File: src/rtl/ospt_pkg.sv
package ospt_pkg;
  typedef struct packed {
    logic clear;
    logic run;
  } ctrlStrobe_t;

  localparam logic [1:0] EDGE_FALL = 2'b00;
  localparam logic [1:0] EDGE_RISE = 2'b01;
  localparam logic [1:0] EDGE_NONE = 2'b10;
  localparam logic [1:0] EDGE_BOTH = 2'b11;
endpackage

File: src/rtl/ospt_ctrl.sv
module ospt_ctrl
  import ospt_pkg::*;
#(
  parameter int SYNC_STAGES = 2
) (
  input  logic        clk,
  input  logic        rst,
  input  logic        trigIn,
  input  logic [1:0]  edgeSel,
  input  logic        endMatch,
  output ctrlStrobe_t strobe
);
  localparam int LAST = SYNC_STAGES - 1;

  logic [LAST:0] syncQ;
  logic          prevQ;
  logic          busyQ;
  logic          riseEdge, fallEdge, validEdge, accept;

  generate
    if (SYNC_STAGES == 1) begin : g_single
      always_ff @(posedge clk) begin
        if (rst) syncQ <= '0;
        else     syncQ <= trigIn;
      end
    end else begin : g_chain
      always_ff @(posedge clk) begin
        if (rst) syncQ <= '0;
        else     syncQ <= {syncQ[LAST-1:0], trigIn};
      end
    end
  endgenerate

  always_ff @(posedge clk) begin
    if (rst) prevQ <= 1'b0;
    else     prevQ <= syncQ[LAST];
  end

  assign riseEdge = syncQ[LAST] & ~prevQ;
  assign fallEdge = ~syncQ[LAST] & prevQ;

  always_comb begin
    case (edgeSel)
      EDGE_FALL: validEdge = fallEdge;
      EDGE_RISE: validEdge = riseEdge;
      EDGE_BOTH: validEdge = riseEdge | fallEdge;
      default:   validEdge = 1'b0;
    endcase
  end

  assign accept = validEdge & ~busyQ;

  always_ff @(posedge clk) begin
    if (rst)           busyQ <= 1'b0;
    else if (accept)   busyQ <= 1'b1;
    else if (endMatch) busyQ <= 1'b0;
  end

  assign strobe.clear = accept;
  assign strobe.run   = busyQ;


  busy_needs_edge_chk: assert property (@(posedge clk) disable iff (rst)
    $rose(busyQ) |-> $past(validEdge));


  busy_holds_chk: assert property (@(posedge clk) disable iff (rst)
    (busyQ && !endMatch) |=> busyQ);
endmodule

File: src/rtl/ospt_dpath.sv
module ospt_dpath
  import ospt_pkg::*;
#(
  parameter int W = 16
) (
  input  logic         clk,
  input  logic         rst,
  input  ctrlStrobe_t  strobe,
  input  logic [W-1:0] cmpStart,
  input  logic [W-1:0] cmpEnd,
  input  logic         idleLevel,
  output logic         outLevel,
  output logic         endMatch,
  output logic         startHit,
  output logic         endHit
);
  logic [W-1:0] cntQ;
  logic         startMatch;

  assign startMatch = strobe.run && (cntQ == cmpStart);
  assign endMatch   = strobe.run && (cntQ == cmpEnd);

  always_ff @(posedge clk) begin
    if (rst) begin
      cntQ     <= '0;
      outLevel <= idleLevel;
      startHit <= 1'b0;
      endHit   <= 1'b0;
    end else begin
      startHit <= startMatch;
      endHit   <= endMatch;
      if (strobe.clear)                cntQ <= '0;
      else if (strobe.run && !endMatch) cntQ <= cntQ + 1'b1;
      if (endMatch)        outLevel <= idleLevel;
      else if (startMatch) outLevel <= ~idleLevel;
      else if (!strobe.run) outLevel <= idleLevel;
    end
  end


  count_cleared_chk: assert property (@(posedge clk) disable iff (rst)
    $rose(strobe.run) |-> (cntQ == '0));


  start_active_chk: assert property (@(posedge clk) disable iff (rst)
    startHit |-> (outLevel != $past(idleLevel)));


  end_idle_chk: assert property (@(posedge clk) disable iff (rst)
    endHit |-> (!strobe.run && outLevel == $past(idleLevel)));


  strobes_apart_chk: assert property (@(posedge clk) disable iff (rst)
    (cmpStart < cmpEnd) |-> $onehot0({startHit, endHit}));
endmodule

File: src/rtl/ospt_timer.sv
module ospt_timer
  import ospt_pkg::*;
#(
  parameter int W           = 16,
  parameter int SYNC_STAGES = 2
) (
  input  logic         clk,
  input  logic         rst,
  input  logic         trigIn,
  input  logic [1:0]   edgeSel,
  input  logic [W-1:0] cmpStart,
  input  logic [W-1:0] cmpEnd,
  input  logic         outEn,
  input  logic         idleLevel,
  output logic         pulseOut,
  output logic         busy,
  output logic         startHit,
  output logic         endHit
);
  ctrlStrobe_t strobe;
  logic        endMatch;
  logic        outLevel;

  ospt_ctrl #(.SYNC_STAGES(SYNC_STAGES)) ctrl_i (
    .clk(clk), .rst(rst), .trigIn(trigIn), .edgeSel(edgeSel),
    .endMatch(endMatch), .strobe(strobe)
  );

  ospt_dpath #(.W(W)) dpath_i (
    .clk(clk), .rst(rst), .strobe(strobe), .cmpStart(cmpStart),
    .cmpEnd(cmpEnd), .idleLevel(idleLevel), .outLevel(outLevel),
    .endMatch(endMatch), .startHit(startHit), .endHit(endHit)
  );

  assign pulseOut = outEn & outLevel;
  assign busy     = strobe.run;
endmodule

File: config.mk
export PLATFORM = sky130hd
export DESIGN_NAME = ospt_timer
export DESIGN_NICKNAME = d
export VERILOG_FILES = /design/src/rtl/ospt_pkg.sv /design/src/rtl/ospt_ctrl.sv /design/src/rtl/ospt_dpath.sv /design/src/rtl/ospt_timer.sv
export SDC_FILE = /design/constraint.sdc
export NUM_CORES = 1
export LEC_CHECK = 0
export ABC_AREA = 1
export BUFFER_PORTS_ARGS = -buffer_cell sky130_fd_sc_hd__buf_4
export CORE_MARGIN = 4
export CORE_UTILIZATION = 50
export CTS_BUF_LIST = sky130_fd_sc_hd__clkbuf_4 sky130_fd_sc_hd__clkbuf_8 sky130_fd_sc_hd__clkbuf_16
export DETAILED_ROUTE_END_ITERATION = 16
export PLACE_DENSITY = 0.74
export SYNTH_ARGS = -nofsm -noshare
export SYNTH_HDL_FRONTEND = slang
export SYNTH_HIERARCHICAL = 1
export SYNTH_SLANG_ARGS = --single-unit
File: constraint.sdc
create_clock -name clk -period 2.8 [get_ports clk]
set_clock_uncertainty 0.05 [all_clocks]
set_input_delay 0.28 -clock clk [delete_from_list [all_inputs] [get_ports clk]]
set_output_delay 0.28 -clock clk [all_outputs]
set_load 0.01 [all_outputs]
== Word level (Yosys, flattened, before mapping) ==
Cells that the tools add are included.
Widths: inputs -> output; s select.

* Input bits: 39
* Logic and storage cells: 36
* Bits in registers: 23
* Output and inout port bits: 4

* $add $sub $neg: 1
* Equal/unequal tests: 5
* Reductions and logical operators: 7
* Muxes and demuxes: 7
* Bitwise gates (word level): 9

{| class="wikitable"
|+ Operators with widths
! cell !! count
|-
| $eq 16x16->1 || 2
|-
| $add 16x1->16 const B || 1
|-
| $mux 1 || 6
|-
| $and 1x1->1 || 4
|-
| $ne 4x2->1 const B || 1
|-
| $not 1->1 || 4
|-
| $logic_and 1x1->1 || 3
|-
| $pmux 1 s3 || 1
|-
| $eq 2x1->1 const B || 1
|-
| $eq 2x2->1 const B || 1
|-
| $logic_not 2->1 || 1
|-
| $reduce_bool 2->1 || 1
|-
| $reduce_or 2->1 || 1
|-
| $logic_not 1->1 || 1
|-
| $or 1x1->1 || 1
|}

== Longest topological paths before layout ==
Gate-level depths: netlist (run 1).

* Depth after elaboration: 6
* Depth in mapped cells: 13
* Mapped depth without buffers: 12

== Hierarchy ==
The synthesis (run 1) kept the hierarchy.

{| class="wikitable"
|+ Modules (own cells, without submodules)
! module !! sequential area each (um2) !! times used !! cells each !! area each (um2)
|-
| ospt_dpath || 390.4 || 1 || 296 || 1853.0
|-
| ospt_ctrl || 80.1 || 1 || 28 || 209.0
|-
| ospt_timer || 0.0 || 1 || 2 || 7.5
|}

== Least setup slack after synthesis (run 1) ==
Ideal clock, no wire load.

* Path kind: register -> register
* Start: reg ctrl_i.syncQ[1]
* End: reg dpath_i.cntQ[10]
* Cell stages (with the launch flop): 13
* Library setup time: 143 ps
* Path slack: 1005 ps
* Data required time: 2607 ps
* Buffers on the path: 2
* Arrival: 1602 ps
* Period minus slack after synthesis: 1795 ps
* Path through: dfxtp_1 -> inv_1 -> ha_1 -> inv_1 -> nand2_1 -> nand3_1 -> nand2_1 -> inv_1 -> buf_4 -> nor2_1 -> inv_1 -> clkbuf_1 -> a21oi_2

* Cells in the longest elaborated chain, start to end: 6
* Elaborated cells between the ends (all ways): 7
* Classes of those cells: 1 x mux; 5 x bitwise; 1 x reduce/logical

{| class="wikitable"
|+ RTL lines
! what !! RTL line !! text
|-
| start, declared || ospt_ctrl.sv:15 || <nowiki>logic [LAST:0] syncQ;</nowiki>
|-
| start signal, assigned || ospt_ctrl.sv:29 || <nowiki>else syncQ <= {syncQ[LAST-1:0], trigIn};</nowiki>
|-
| $not 1->1 || ospt_ctrl.sv:40 || <nowiki>assign fallEdge = ~syncQ[LAST] & prevQ;</nowiki>
|-
| $and 1x1->1 || ospt_ctrl.sv:40 ||
|-
| $or 1x1->1 || ospt_ctrl.sv:46 || <nowiki>EDGE_BOTH: validEdge = riseEdge | fallEdge;</nowiki>
|-
| $pmux 1 s3 (*) || ospt_ctrl.sv:43 || <nowiki>case (edgeSel)</nowiki>
|-
| $and 1x1->1 (*) || ospt_ctrl.sv:51 || <nowiki>assign accept = validEdge & ~busyQ;</nowiki>
|-
| via ctrl_i.accept || ospt_ctrl.sv:18 || <nowiki>logic riseEdge, fallEdge, validEdge, accept;</nowiki>
|-
| $reduce_or 2->1 (no source line) (*) || - ||
|-
| end signal, assigned || ospt_dpath.sv:33 || <nowiki>else if (strobe.run && !endMatch) cntQ <= cntQ + 1'b1;</nowiki>
|-
| end, declared || ospt_dpath.sv:17 || <nowiki>logic [W-1:0] cntQ;</nowiki>
|}

Mark *: on every way through the listed nets, which the timed path passes. The rest lies on a longest branch.
A chain may end at the register's enable or synchronous reset.

== Final worst setup path (run 1) ==
* Start: reg dpath_i.cntQ[2]
* End: reg dpath_i.outLevel (enable)

* Cells in the longest elaborated chain, start to end: 3
* Elaborated cells between the ends (all ways): 5
* Classes of those cells: 3 x eq/ne; 2 x reduce/logical

{| class="wikitable"
|+ RTL lines
! what !! RTL line !! text
|-
| $eq 16x16->1 (on tied branches) || ospt_dpath.sv:20, ospt_dpath.sv:21 ||
|-
| $logic_and 1x1->1 (on tied branches) || ospt_dpath.sv:20, ospt_dpath.sv:21 ||
|-
| $ne 4x2->1 (no source line) (*) || - ||
|-
| end signal, assigned || ospt_dpath.sv:26 || <nowiki>outLevel <= idleLevel;</nowiki>
|-
| end signal, assigned || ospt_dpath.sv:34 || <nowiki>if (endMatch) outLevel <= idleLevel;</nowiki>
|-
| end signal, assigned || ospt_dpath.sv:35 || <nowiki>else if (startMatch) outLevel <= ~idleLevel;</nowiki>
|-
| end, declared || ospt_dpath.sv:12 || <nowiki>output logic outLevel,</nowiki>
|}

Every way passes the cells marked *; elsewhere a longest branch is shown, timed or not.

==> results of run 1 <==
## area by class of cell
class / count / area, um^2 / share of cell area, %
Inverter: 52 / 195 / 8.21
Sequential cell: 23 / 470 / 19.8
Multi-Input combinational cell: 238 / 1280 / 53.9
Clock inverter: 1 / 5.00 / 0.210
Clock buffer: 3 / 41.3 / 1.74
Tap cell: 50 / 62.6 / 2.63
Timing Repair Buffer: 43 / 323 / 13.6
## kinds of logic (layout without fill, tap and decap cells)
group	count (synthesis)	after routing	synth area share [%]
xor gates and xnor gates	28	28	11.9
and+or+nand+nor	184	184	40.5
buffers and inverters	65	99	15.4
DFF	23	23	22.7
AOI/OAI and AO/OA	23	23	7.74
adders and majority gates	3	3	1.81
## worst max-delay path by stage
stage / start / slack, ns / depth (start not counted) / to
4_1_cts: dpath_i/cntQ[2] / 0.83 / 10 / dpath_i/outLevel
6_report: dpath_i/cntQ[2] / 0.83 / 10 / dpath_i/outLevel
3_3_place_gp: dpath_i/cntQ[2] / 0.89 / 10 / dpath_i/outLevel
3_5_place_dp: dpath_i/cntQ[2] / 0.84 / 10 / dpath_i/outLevel
2_1_floorplan: ctrl_i/syncQ[1] / 1.00 / 12 / dpath_i/cntQ[10]
5_1_grt: dpath_i/cntQ[2] / 0.66 / 10 / dpath_i/outLevel
## through the flow
stage,util (%),instances
final,59.5,410
after global routing,59.5,410
after CTS,59.5,410
after detailed placement,58.3,406
after global placement,58.3,406
after floorplan,-,326
## per-layer routing
| metal | routed length [um] | track usage [%] | vias up |
|---|---|---|---|
| met1 | 2220 | 29.8 | 878 |
| met3 | 547 | 3.32 | 15 |
| met4 | 144 | 8.14 | 0 |
| met2 | 2230 | 30.0 | 102 |
| met5 | 0 | 0 | - |
| li1 | - | - | 1069 |
## sequential cells by signal, summed over array words and instances (netlist names)
| name | cells |
|---|---|
| ctrl_i/busyQ | 1 |
| ctrl_i/prevQ | 1 |
| ctrl_i/syncQ | 2 |
| dpath_i/cntQ | 16 |
| dpath_i/endHit | 1 |
| dpath_i/outLevel | 1 |
| dpath_i/startHit | 1 |
## worst max-delay path: stages, from the launching register on
cell	delay, ns
dfxtp_1	0.58
inv_2	0.06
nand2_2	0.06
nand2_1	0.04
nor2_1	0.09
nand2_1	0.07
nor2_2	0.19
nand2_4	0.17
nand2_8	0.18
inv_1	0.10
nand3_1	0.09
## power breakdown
| group | switching, W | internal (W) | total (W) |
|---|---|---|---|
| clock network | 0.000113 | 0.0000996 | 0.000212 |
| logic | 0.0000814 | 0.0000695 | 0.000151 |
| registers | 0.00000578 | 0.000336 | 0.000341 |
## synth_stat cells, types with 3 or more instances
master | n | area (um^2)
ha_1 | 3 | 37.5
dfxtp_1 | 22 | 440
xor2_1 | 27 | 236
buf_6 | 6 | 67.6
nand3_1 | 27 | 135
inv_2 | 5 | 18.8
inv_1 | 47 | 176
nand2_2 | 13 | 81.3
buf_4 | 3 | 22.5
a21oi_2 | 12 | 105
nor2_1 | 41 | 154
nand2_1 | 82 | 308
a21oi_1 | 7 | 35.0
nand4_1 | 9 | 56.3
nor3_1 | 3 | 15.0
o21ai_0 | 4 | 20.0
## layout by cell type (no fill, tap or decap)
cell type / Yosys / routed
a21oi_1: 7 / 7
a21oi_2: 12 / 12
buf_4: 3 / 43
clkbuf_8: 0 / 3
clkinv_2: 0 / 1
dfxtp_1: 22 / 22
edfxtp_1: 1 / 1
ha_1: 3 / 3
inv_1: 47 / 47
inv_2: 5 / 5
nand2_1: 82 / 82
nand2_2: 13 / 13
nand2_4: 1 / 1
nand2_8: 1 / 1
nand3_1: 27 / 27
nand4_1: 9 / 9
nor2_1: 41 / 41
nor2_2: 2 / 2
nor2_4: 2 / 2
nor3_1: 3 / 3
nor3_2: 1 / 1
o21ai_0: 4 / 4
or2_2: 2 / 2
xnor2_1: 1 / 1
xor2_1: 27 / 27
==> out/metrics.yaml, run 1 <==
row_count: 23
min_path_cells: 3
clkTransAtPathRegs_ns: 0.08
syn_avg_cell_area_um2: 6.35
nFillCells: 393
antenna_left: 0
n_antenna_cell: 0
cts_hold_buf: 0
preCtsSetupSlack_ns: 0.842
timing.setup.tns_ns: 0
setup-violations-final: 0
seq_area_frac_synth_pct: 22.7
start_util_pct: 51.7
clock.fmax_ghz: 0.508
r2r_start: "dpath_i/cntQ[2]"
vias: 2064
rsz0062_at_grt: "false"
syn-instance-count: 326
finalPower_w: 0.000705
cts_tree: "built"
nets: 403
critPathKind: "reg2reg"
ys_ff_latch: 23
grt_max_degree: 21
max_cap_violations: 0
period_needed_ns: 1.97
place.gp.congestion: 0.968
dieArea_um2: 5230
cts_root_buf: "clkbuf_8"
cts_setup_buffers: 0
fin_crit_sh_pct: 70.3
synth-edff-count: 1
synth_flop_cell: "dfxtp_1"
status: "completed"
ys_types: 27
worstPathArrival_ns: 1.91
grt_pass1_vias: 1870
clk_latency_ns: 0.27
ctsResizeCount: 0
grt_pass1_wl_um: 8510
path_max_fanout: 17
grt_usage_pct: 20.5
critical_path.endpoint_type: "flip-flop"
async_flop_share_pct: 0
regToRegEndpoint: "dpath_i/outLevel"
slew_headroom_pct: 61.0
setup_ws_ns: 0.832
area_delta_synth_final_pct: 14.9
p_per_area_nw_per_um2: 296
holdWs_ns: 0.154
syn-num-nets: 368
min_from: "trigIn"
dr.pass1.iters: 4
critPathLaunchType: "flip-flop"
place_area_um2: 2330
wirelength_um: 5140
core_um2: 4000
power_leakage_nw: 1.10
drv_slew: 0
hold-path-endpoint: "ctrl_i/syncQ[0]"
r2r_slack_ns: 0.83
die_w_um: 72.3
critPathRequiredTime_ns: 2.75
cts_num_sinks: 23
drt_iter0_drc: 191
fin_area_um2: 2380
drc: 0
syn_area_um2: 2070
hold_violations: 0
r2r_cells: 10
cts_made_buffers: 3
routed_via_density: 5.03
drive_gt1_share_pct: 23.9
worst_pin_slew_ns: 0.584
ir_drop_uv: 212
dpl.hpwl_um: 4090
synth_warnings: 6
hold_path.class: "in2reg"
antenna_found_initial: 0
die_y_um: 72.3
overflow: 0
num_io_pins: 43
clockBufferDepth: 2
cts.htree.levels: 1
io_buffer_count: 42
wire_per_inst_um: 12.5
(Power assumes the default switching activity.)
==> run 2: changes to the inputs <==
clock period = 1.9 ns   (was 2.8 ns; I/O delays follow)
==> run 2 against run 1 <==
Net effect:
- hold slack worse by 0.081 ns
- cell count is 1.7% higher
- non-clock buffer count is 7 higher
- maximum frequency is 9.6% higher
==> out/metrics.yaml, run 2 (synthesis gave the netlist of run 1 again) <==
row_count: 23  # unchanged
dr.pass1.iters: 4  # unchanged
grt_max_degree: 19  # -9.5%
met3_wirelength_um: 401  # -27%
routed_via_density: 4.99  # -0.96%
place.gp.congestion: 0.936  # -3.3%
wl_met2_um: 2430  # +9.2%
core_um2: 4000  # unchanged
ir_drop_uv: 417  # +97%
hold_violations: 0  # unchanged
top_layer_used: "met4"
dpl.hpwl_um: 4370  # +6.9%
drive_gt1_share_pct: 26.2  # +2.3 points
drc: 0  # unchanged
worstPathArrival_ns: 1.74  # -0.17 ns
nFillCells: 379  # -3.6%
critPathKind: "reg2reg"
worst_pin_slew_ns: 0.323  # -0.261 ns
place_area_um2: 2380  # +2.3%
status: "completed"
rsz0062_at_grt: "false"
holdWs_ns: 0.0728  # -0.0811 ns
finalPower_w: 0.00106  # +50%
die_w_um: 72.3  # unchanged
clockBufferDepth: 2  # unchanged
cts_made_buffers: 3  # unchanged
cts.htree.levels: 1  # unchanged
ctsResizeCount: 0  # unchanged
cp_top_family: "simple AND/OR/NAND/NOR gates"
clock.fmax_ghz: 0.557  # +9.6%
io_buffer_count: 42  # unchanged
nets: 410  # +1.7%
critical_path.endpoint_type: "flip-flop"
hold_path.class: "in2reg"
wl_met1_um: 2470  # +11%
dieArea_um2: 5230  # unchanged
clkTransAtPathRegs_ns: 0.09  # about the same
drv_slew: 0  # unchanged
period_needed_ns: 1.80  # -0.172 ns
cts_hold_buf: 0  # unchanged
fin_crit_sh_pct: 94.5  # +24 points
critPathLaunchType: "flip-flop"
cts_tree: "built"
clk_latency_ns: 0.27  # about the same
wirelength_um: 5410  # +5.3%
cts_root_buf: "clkbuf_8"
setup-violations-final: 0  # unchanged
final_common_cell: "nand2_1"
critPathMostFrequentCell: "nor2_2"
reg.largest.list: "dpath_i/cntQ x16, ctrl_i/syncQ x2"
num_io_pins: 43  # unchanged
wire_per_inst_um: 13.0  # +3.5%
path_max_fanout: 10  # -7
die_y_um: 72.3  # unchanged
overflow: 0  # unchanged
grt_usage_pct: 21.3  # +0.76 points
power_leakage_nw: 1.14  # +3.2%
max_stage_delay_ns: 0.52  # -0.06 ns
vias: 2079  # +0.73%
max_cap_violations: 0  # unchanged
cp_slowest_cell: "dfxtp_1"
critPathRequiredTime_ns: 1.84  # -0.91 ns
crit_buf_inv: 1  # -1
final_cell_mix: "nand2_1 (82), buf_4 (50), inv_1 (47)"
p_per_area_nw_per_um2: 435  # +47%
area_delta_synth_final_pct: 17.7
start_util_pct: 51.7  # unchanged
fin_area_um2: 2430  # +2.4%
n_antenna_cell: 0  # unchanged
drt_iter0_drc: 153  # -20%
crit_chain: "xor2_1 > nor2_2 > nand2_1 > nor2_2 > nand2_4 > nand2_8 > inv_1 > nand3_1"
antenna_found_initial: 0  # unchanged
final_core_util_pct: 60.9  # +1.4 points
timing.setup.tns_ns: 0  # unchanged
grt_pass1_vias: 1914  # +2.4%
top_register: "dpath_i/cntQ"
largest_reg_flops: 16  # unchanged
cts_setup_buffers: 0  # unchanged
grt_pass1_wl_um: 8760  # +3.0%
antenna_left: 0  # unchanged
cts_num_sinks: 23  # unchanged
slew_headroom_pct: 78.4  # +17 points
[run 2: stage by stage]
stage | setup slack, ns | instances
4_1_cts | 0.0558 | 417
2_1_floorplan | 0.105 | 326
6_report | 0.105 | 417
5_1_grt | 0.00549 | 417
3_3_place_gp | 0.0785 | 413
3_5_place_dp | 0.0835 | 413
[run 2: per-layer routing]
metal / global-route usage, % / up-vias
met5: 0 / -
met3: 2.49 / 8
met4: 7.31 / 0
met1: 29.0 / 918
li1: - / 1079
met2: 34.7 / 74
[run 2: path summary, 6_finish.rpt]
check / from / to / slack [ns] / depth (start not counted)
hold reg to reg: ctrl_i/syncQ[0] / ctrl_i/syncQ[1] / 0.36 / 2
setup reg to reg: dpath_i/cntQ[6] / dpath_i/outLevel / 0.10 / 8
hold / removal: trigIn / ctrl_i/syncQ[0] / 0.07 / 3
setup / recovery: dpath_i/cntQ[6] / dpath_i/outLevel / 0.10 / 8
[run 2: worst reg2reg max path: cells and delay by family, from the launching register on]
family,cells,cell delay (ns)
simple gates,6,0.73
buf+inv,1,0.09
xor+xnor,1,0.13
flops,1,0.52
[run 2: final cells by class]
class                           instances  area [um^2]  share of cell area [%]
Multi-Input combinational cell        238         1280                    52.6
Sequential cell                        23          474                    19.5
Timing Repair Buffer                   50          375                    15.4
Inverter                               52          195                    8.02
Tap cell                               50         62.6                    2.57
Clock buffer                            3         41.3                    1.70
Clock inverter                          1         5.00                   0.206
[run 2: report_power, final]
group / total, W / leakage [nW] / internal [W] / switching [W]
combinational: 0.000231 / 0.921 / 0.000107 / 0.000125
clock: 0.000322 / 0.0255 / 0.000147 / 0.000175
sequential: 0.000505 / 0.190 / 0.000495 / 0.00000998
total: 0.00106 / 1.14 / 0.000749 / 0.000310
